<file path="config.mk">
export PLATFORM = sky130hd
export DESIGN_NAME = oc_reclose_guard
export DESIGN_NICKNAME = d
export VERILOG_FILES = /design/src/rtl/oc_pkg.sv /design/src/rtl/oc_hit_detect.sv /design/src/rtl/oc_dwell_timer.sv /design/src/rtl/oc_seq_ctrl.sv /design/src/rtl/oc_reclose_guard.sv
export SDC_FILE = /design/constraint.sdc
export NUM_CORES = 1
export LEC_CHECK = 0
export ABC_AREA = 1
export BUFFER_PORTS_ARGS = -buffer_cell sky130_fd_sc_hd__buf_2
export CAP_MARGIN = 30
export CORE_MARGIN = 5
export CORE_UTILIZATION = 25
export CTS_CLUSTER_DIAMETER = 40
export DETAILED_ROUTE_END_ITERATION = 7
export GPL_TIMING_DRIVEN = 0
export PLACE_DENSITY = 0.5
export SYNTH_ARGS = -nofsm -noshare
export SYNTH_HDL_FRONTEND = slang
export SYNTH_SLANG_ARGS = --single-unit
</file>
<file path="constraint.sdc">
create_clock -name clk -period 2 [get_ports clk]
set_clock_uncertainty 0.1 [all_clocks]
set_input_delay 0 -clock clk [delete_from_list [all_inputs] [get_ports clk]]
set_output_delay 0 -clock clk [all_outputs]
set_load 0.01 [all_outputs]
</file>
<file path="src/rtl/oc_pkg.sv">
package oc_pkg;

    typedef enum logic [2:0] {
        ST_RUN     = 3'd0,
        ST_TRIPPED = 3'd1,
        ST_JUDGE   = 3'd2,
        ST_RETRY   = 3'd3,
        ST_LOCKOUT = 3'd4
    } oc_state_e;

    function automatic int unsigned max3(input int unsigned a,
                                         input int unsigned b,
                                         input int unsigned c);
        int unsigned m;
        m = (a > b) ? a : b;
        return (m > c) ? m : c;
    endfunction

endpackage

</file>
<file path="src/rtl/oc_hit_detect.sv">
module oc_hit_detect #(
    parameter int unsigned NDEV  = 4,
    parameter int unsigned CNT_W = 9
) (
    input  logic                    clk,
    input  logic                    rst_n,
    input  logic                    cnt_valid,
    input  logic [NDEV*CNT_W-1:0]   cur_cnt,
    input  logic [CNT_W-1:0]        trip_level,
    output logic [NDEV-1:0]         hit_q
);

    logic [NDEV-1:0] above;
    logic [NDEV-1:0] hit_d;

    for (genvar g = 0; g < NDEV; g++) begin : g_cmp
        assign above[g] = cur_cnt[g*CNT_W +: CNT_W] > trip_level;
    end

    always_comb begin
        hit_d = cnt_valid ? above : '0;
    end

    always_ff @(posedge clk or negedge rst_n) begin
        if (!rst_n) begin
            hit_q <= '0;
        end else begin
            hit_q <= hit_d;
        end
    end

endmodule

</file>
<file path="src/rtl/oc_dwell_timer.sv">
module oc_dwell_timer #(
    parameter int unsigned TW = 8
) (
    input  logic          clk,
    input  logic          rst_n,
    input  logic          load,
    input  logic [TW-1:0] load_val,
    output logic          expired
);

    logic [TW-1:0] cnt_d, cnt_q;

    always_comb begin
        cnt_d = cnt_q;
        if (load) begin
            cnt_d = load_val;
        end else if (cnt_q != '0) begin
            cnt_d = cnt_q - 1'b1;
        end
    end

    always_ff @(posedge clk or negedge rst_n) begin
        if (!rst_n) begin
            cnt_q <= '0;
        end else begin
            cnt_q <= cnt_d;
        end
    end

    assign expired = (cnt_q == '0);

endmodule

</file>
<file path="src/rtl/oc_seq_ctrl.sv">
module oc_seq_ctrl
    import oc_pkg::*;
#(
    parameter int unsigned NDEV      = 4,
    parameter int unsigned MAX_TRIES = 4,
    parameter int unsigned TW        = 8,
    parameter int unsigned PROT_CYC  = 80000,
    parameter int unsigned RECL_CYC  = 80000,
    parameter int unsigned LOCK_CYC  = 40000000,
    localparam int unsigned TRW      = $clog2(MAX_TRIES + 1)
) (
    input  logic             clk,
    input  logic             rst_n,
    input  logic [NDEV-1:0]  hit,
    input  logic             tmr_expired,
    output logic             tmr_load,
    output logic [TW-1:0]    tmr_val,
    output logic             block,
    output logic [NDEV-1:0]  flags,
    output oc_state_e        state,
    output logic [TRW-1:0]   tries
);

    localparam logic [TW-1:0]  PROT_V = TW'(PROT_CYC - 1);
    localparam logic [TW-1:0]  RECL_V = TW'(RECL_CYC - 1);
    localparam logic [TW-1:0]  LOCK_V = TW'(LOCK_CYC - 1);
    localparam logic [TRW-1:0] MAX_V  = TRW'(MAX_TRIES);

    typedef struct packed {
        oc_state_e        state;
        logic [NDEV-1:0]  flags;
        logic [TRW-1:0]   tries;
        logic             block;
    } seq_t;

    localparam seq_t SEQ_RST = '{state: ST_RUN, flags: '0, tries: '0, block: 1'b0};

    seq_t seq_d, seq_q;

    always_comb begin
        seq_d    = seq_q;
        tmr_load = 1'b0;
        tmr_val  = '0;
        unique case (seq_q.state)
            ST_RUN: begin
                if (|hit) begin
                    seq_d.state = ST_TRIPPED;
                    seq_d.flags = hit;
                    tmr_load    = 1'b1;
                    tmr_val     = PROT_V;
                end
            end
            ST_TRIPPED: begin
                if (tmr_expired) begin
                    seq_d.state = ST_JUDGE;
                end
            end
            ST_JUDGE: begin
                tmr_load = 1'b1;
                if (seq_q.tries < MAX_V) begin
                    seq_d.state = ST_RETRY;
                    seq_d.flags = '0;
                    tmr_val     = RECL_V;
                end else begin
                    seq_d.state = ST_LOCKOUT;
                    tmr_val     = LOCK_V;
                end
            end
            ST_RETRY: begin
                if (|hit) begin
                    seq_d.state = ST_TRIPPED;
                    seq_d.flags = hit;
                    seq_d.tries = seq_q.tries + 1'b1;
                    tmr_load    = 1'b1;
                    tmr_val     = PROT_V;
                end else if (tmr_expired) begin
                    seq_d.state = ST_RUN;
                    seq_d.tries = '0;
                end
            end
            ST_LOCKOUT: begin
                if (tmr_expired) begin
                    seq_d.state = ST_RUN;
                    seq_d.tries = '0;
                    seq_d.flags = '0;
                end
            end
            default: begin
                seq_d = SEQ_RST;
            end
        endcase
        seq_d.block = (seq_d.state == ST_TRIPPED) ||
                      (seq_d.state == ST_JUDGE)   ||
                      (seq_d.state == ST_LOCKOUT);
    end

    always_ff @(posedge clk or negedge rst_n) begin
        if (!rst_n) begin
            seq_q <= SEQ_RST;
        end else begin
            seq_q <= seq_d;
        end
    end

    assign block = seq_q.block;
    assign flags = seq_q.flags;
    assign state = seq_q.state;
    assign tries = seq_q.tries;

endmodule

</file>
<file path="src/rtl/oc_reclose_guard.sv">
module oc_reclose_guard
    import oc_pkg::*;
#(
    parameter int unsigned NDEV      = 4,
    parameter int unsigned CNT_W     = 9,
    parameter int unsigned MAX_TRIES = 4,
    parameter int unsigned PROT_CYC  = 80000,
    parameter int unsigned RECL_CYC  = 80000,
    parameter int unsigned LOCK_CYC  = 40000000
) (
    input  logic                   clk,
    input  logic                   rst_n,
    input  logic                   cnt_valid,
    input  logic [NDEV*CNT_W-1:0]  cur_cnt,
    input  logic [CNT_W-1:0]       trip_level,
    output logic                   bridge_block,
    output logic [NDEV-1:0]        oc_flag
);

    localparam int unsigned LONGEST = max3(PROT_CYC, RECL_CYC, LOCK_CYC);
    localparam int unsigned TW      = $clog2(LONGEST + 1);
    localparam int unsigned TRW     = $clog2(MAX_TRIES + 1);

    logic [NDEV-1:0] hit_vec;
    logic            tmr_load;
    logic [TW-1:0]   tmr_val;
    logic            tmr_expired;
    oc_state_e       seq_state;
    logic [TRW-1:0]  seq_tries;

    oc_hit_detect #(
        .NDEV  (NDEV),
        .CNT_W (CNT_W)
    ) u_detect (
        .clk        (clk),
        .rst_n      (rst_n),
        .cnt_valid  (cnt_valid),
        .cur_cnt    (cur_cnt),
        .trip_level (trip_level),
        .hit_q      (hit_vec)
    );

    oc_dwell_timer #(
        .TW (TW)
    ) u_timer (
        .clk      (clk),
        .rst_n    (rst_n),
        .load     (tmr_load),
        .load_val (tmr_val),
        .expired  (tmr_expired)
    );

    oc_seq_ctrl #(
        .NDEV      (NDEV),
        .MAX_TRIES (MAX_TRIES),
        .TW        (TW),
        .PROT_CYC  (PROT_CYC),
        .RECL_CYC  (RECL_CYC),
        .LOCK_CYC  (LOCK_CYC)
    ) u_seq (
        .clk         (clk),
        .rst_n       (rst_n),
        .hit         (hit_vec),
        .tmr_expired (tmr_expired),
        .tmr_load    (tmr_load),
        .tmr_val     (tmr_val),
        .block       (bridge_block),
        .flags       (oc_flag),
        .state       (seq_state),
        .tries       (seq_tries)
    );

endmodule

</file>
==> impl_metrics.env <==
export IMPL_clock_tree_root_cell="clkbuf_16"
export IMPL_synth_ff_latch_count=41
export IMPL_insertion_delay_to_the_later_sink_of_the_worst_skew_pair_ns=0.29
export IMPL_n_antenna_cell=0
export IMPL_drcViolationCount=0
export IMPL_asyncSetResetFlopFracSynth_pct=100.0
export IMPL_clk_pin_slew_worst_paths_ns=0.06
export IMPL_h_tree_depth=2
export IMPL_layout_cells_non_filler=664
export IMPL_postSynthNetCount=515
export IMPL_grt_first_pass_wirelength_um=13790
export IMPL_drt_initial_drc_count=113
export IMPL_outcome="complete, no violations"
export IMPL_synth_warnings=0
export IMPL_worst_path_buf_inv=1
export IMPL_final_max_slew_violation_count=0
export IMPL_nNetsFinal=577
export IMPL_cellPowerDensity_nw_per_um2=842.3
export IMPL_period_utilization_post_route_pct=91.33
export IMPL_via_per_inst=4.333
export IMPL_number_of_nets_with_antenna_violations_after_detailed_routing=0
export IMPL_finalWorstPathRequiredPeriod_ns=1.827
export IMPL_max_cap_violations=0
export IMPL_router_iterations_before_antenna_repair=4
export IMPL_fp_dieArea_um2=15130
export IMPL_grt_pass1_vias=2943
export IMPL_placementRows=41
export IMPL_timing_max_slew_rel_slack_pct=72.18
export IMPL_cpMaxStageDelayCell="dfrtp_1"
export IMPL_layout_cells_most_common="nand2_1"
export IMPL_fillCellCount=1343
export IMPL_launch_point_of_the_worst_path="u_timer.cnt_q[1]"
export IMPL_setup_violations_final=0
export IMPL_cts_buffers=5
export IMPL_finalWirelength_um=8126
export IMPL_yosys_most_used_dff="dfrtp_1"
export IMPL_finalHoldViolCount=0
export IMPL_grt_max_degree=34
export IMPL_cts_buffer_depth=2
export IMPL_clock_sink_count=41
export IMPL_timing_critical_path_from_type="flop"
export IMPL_post_route_worst_setup_slack_ns=0.1733
export IMPL_worst_hold_path_type="input port to asynchronous set/reset pin"
export IMPL_worst_setup_path_end_kind="flop"
export IMPL_actual_slew_at_the_worst_max_slew_pin_ns=0.4163
export IMPL_coreArea_um2=12570
export IMPL_layout_cells_most_common_list="nand2_1, nor2_1, inv_1"
export IMPL_slowest_stage_delay_on_critical_path_ns=0.39
export IMPL_multi_input_comb_area_um2=1918
export IMPL_starting_utilization_of_the_core_area_pct=25.40
export IMPL_layout_area_overhead_vs_synth_pct=22.15
export IMPL_io_buffers=52
export IMPL_drive_gt1_share_pct=20.53
export IMPL_critical_path_cell_chain="inv_1, ha_4, nand2_2, nor2_4, nand2_1, nor2_2, nor2_1, nor2_1, nand3_1, nand3_1"
export IMPL_rr_startpoint="u_timer.cnt_q[1]"
export IMPL_synth_seq_area_share_pct=32.14
export IMPL_globalRouteTotalUtil_pct=11.56
export IMPL_worst_r2r_setup_slack_ns=0.17
export IMPL_chipHeight_um=123.0
export IMPL_antenna_found_initial=0
export IMPL_fin_total_pwr_w=0.003284
export IMPL_cp_required_ns=2.13
export IMPL_post_synth_cell_area_avg_um2=7.440
export IMPL_fmax_mhz=547.4
export IMPL_place_gp_congestion=0.8888
export IMPL_final_setup_tns_ns=0
export IMPL_crit_family="simple AND/OR/NAND/NOR gates"
export IMPL_dr_total_vias=2877
export IMPL_synth_area_um2=3192
export IMPL_worst_ep_arrival_time_ns=1.96
export IMPL_worst_ir_drop_vdd_mv=0.3452
export IMPL_worst_path_fanout_max=7
export IMPL_synth_edf_count=0
export IMPL_die_w_um=123.0
export IMPL_grt_setup_unrepaired="false"
export IMPL_final_seq_area_um2=1026
export IMPL_detailed_place_hpwl_um=6623
export IMPL_static_leakage_nw=2.076
export IMPL_dp_cells=654
export IMPL_synth_unique_cells=31
export IMPL_tritoncts="done"
export IMPL_timing_worst_setup_path_type="flop to flop"
export IMPL_globalRoute_totalOverflow=0
export IMPL_place_worst_setup_slack_ns=0.1186
export IMPL_drt_wirelength_per_cell_um=12.24
export IMPL_gate_count_post_synth=429
export IMPL_boundaryPins=53
[logic make-up after synthesis]
group	count (synthesis)	synth area share (%)
AO/OA/AOI/OAI	60	10.39
buffers and inverters	64	8.232
adder cells (fa/ha/maj)	38	14.90
flip-flops	41	32.14
AND/OR/NAND/NOR	214	31.05
XOR/XNOR	12	3.293
[through the flow]
step | cell area [um^2] | utilization [%] | hold slack, ns
finish | 3899 | 31.02 | 0.02212
global route | 3899 | 31.02 | 0.04062
CTS | 3884 | 30.90 | 0.04013
detailed placement | 3687 | 29.34 | -0.2156
global placement | 3667 | 29.18 | 0.1140
floorplan | 3192 | - | -0.3956
[Yosys cell counts (3+ instances only)]
cell type   n  area share (%)
nand2_2    10             2.0
a21oi_1    31             4.9
o21ai_0    15             2.4
nand4_1     7             1.4
nor2_1     57             6.7
dfrtp_1    41              32
a31oi_1     3            0.59
xnor2_1     4             1.1
o211ai_1    5             1.2
nor3_1      6            0.94
nor2_4      6             2.1
nor2_2      5            0.98
nand2_1    89              10
ha_1       38              15
xor2_1      8             2.2
inv_1      54             6.4
inv_2       6            0.71
nand3_1    27             4.2
[metal layers]
| layer | share of wire [%] | wire (um) | global-route usage [%] | vias to the layer above |
|---|---|---|---|---|
| li1 | - | - | - | 1533 |
| met1 | 48 | 3867 | 15.01 | 1272 |
| met2 | 46 | 3751 | 19.44 | 65 |
| met3 | 5.0 | 405 | 2.745 | 7 |
| met4 | 1.3 | 102 | 2.837 | 0 |
| met5 | 0 | 0 | 0 | - |
[state kept, by name, summed over array words and instances (netlist names)]
signal / flops
u_seq.flags: 4
u_seq.block: 1
u_seq.tries: 3
u_timer.cnt_q: 26
u_detect.hit_q: 4
u_seq.state: 3
[path summary, 6_finish.rpt]
check,end,depth (start not counted)
min in group clk,u_detect.hit_q[2],5
hold reg to reg,u_seq.flags[1],2
setup reg to reg,u_seq.block,10
max in group asynchronous,u_timer.cnt_q[17],3
setup / recovery,u_seq.block,10
hold / removal,u_timer.cnt_q[18],2
[where the power goes]
group	switching, W	total [W]	internal (W)
registers	0.000170	0.00120	0.00103
logic	0.000680	0.00112	0.000440
clock network	0.000340	0.000963	0.000623
total	0.00119	0.00328	0.00209
[worst reg2reg max path: cells and delay by family, from the launching register on]
| family | cells | cell delay [ns] |
|---|---|---|
| adders and majority gates | 1 | 0.14 |
| DFF | 1 | 0.39 |
| buffers and inverters | 1 | 0.10 |
| and+or+nand+nor | 8 | 1.04 |
[what timing repair did]
item	4_1_cts	5_1_grt
hold buffers	2	0
gates resized for setup	0	4
endpoints found under the hold margin	44	0
setup endpoints to repair	0	19
setup buffers	0	0
[cell type report]
type	count	area share, %
buffer	4	0.9628
clock buffer	6	3.562
clock inverter	2	0.9628
inverter	60	5.777
multi-input combinational	324	49.20
sequential	41	26.32
tap	172	5.520
timing repair buffer	55	7.702
Power figures use the tool's default switching activity.
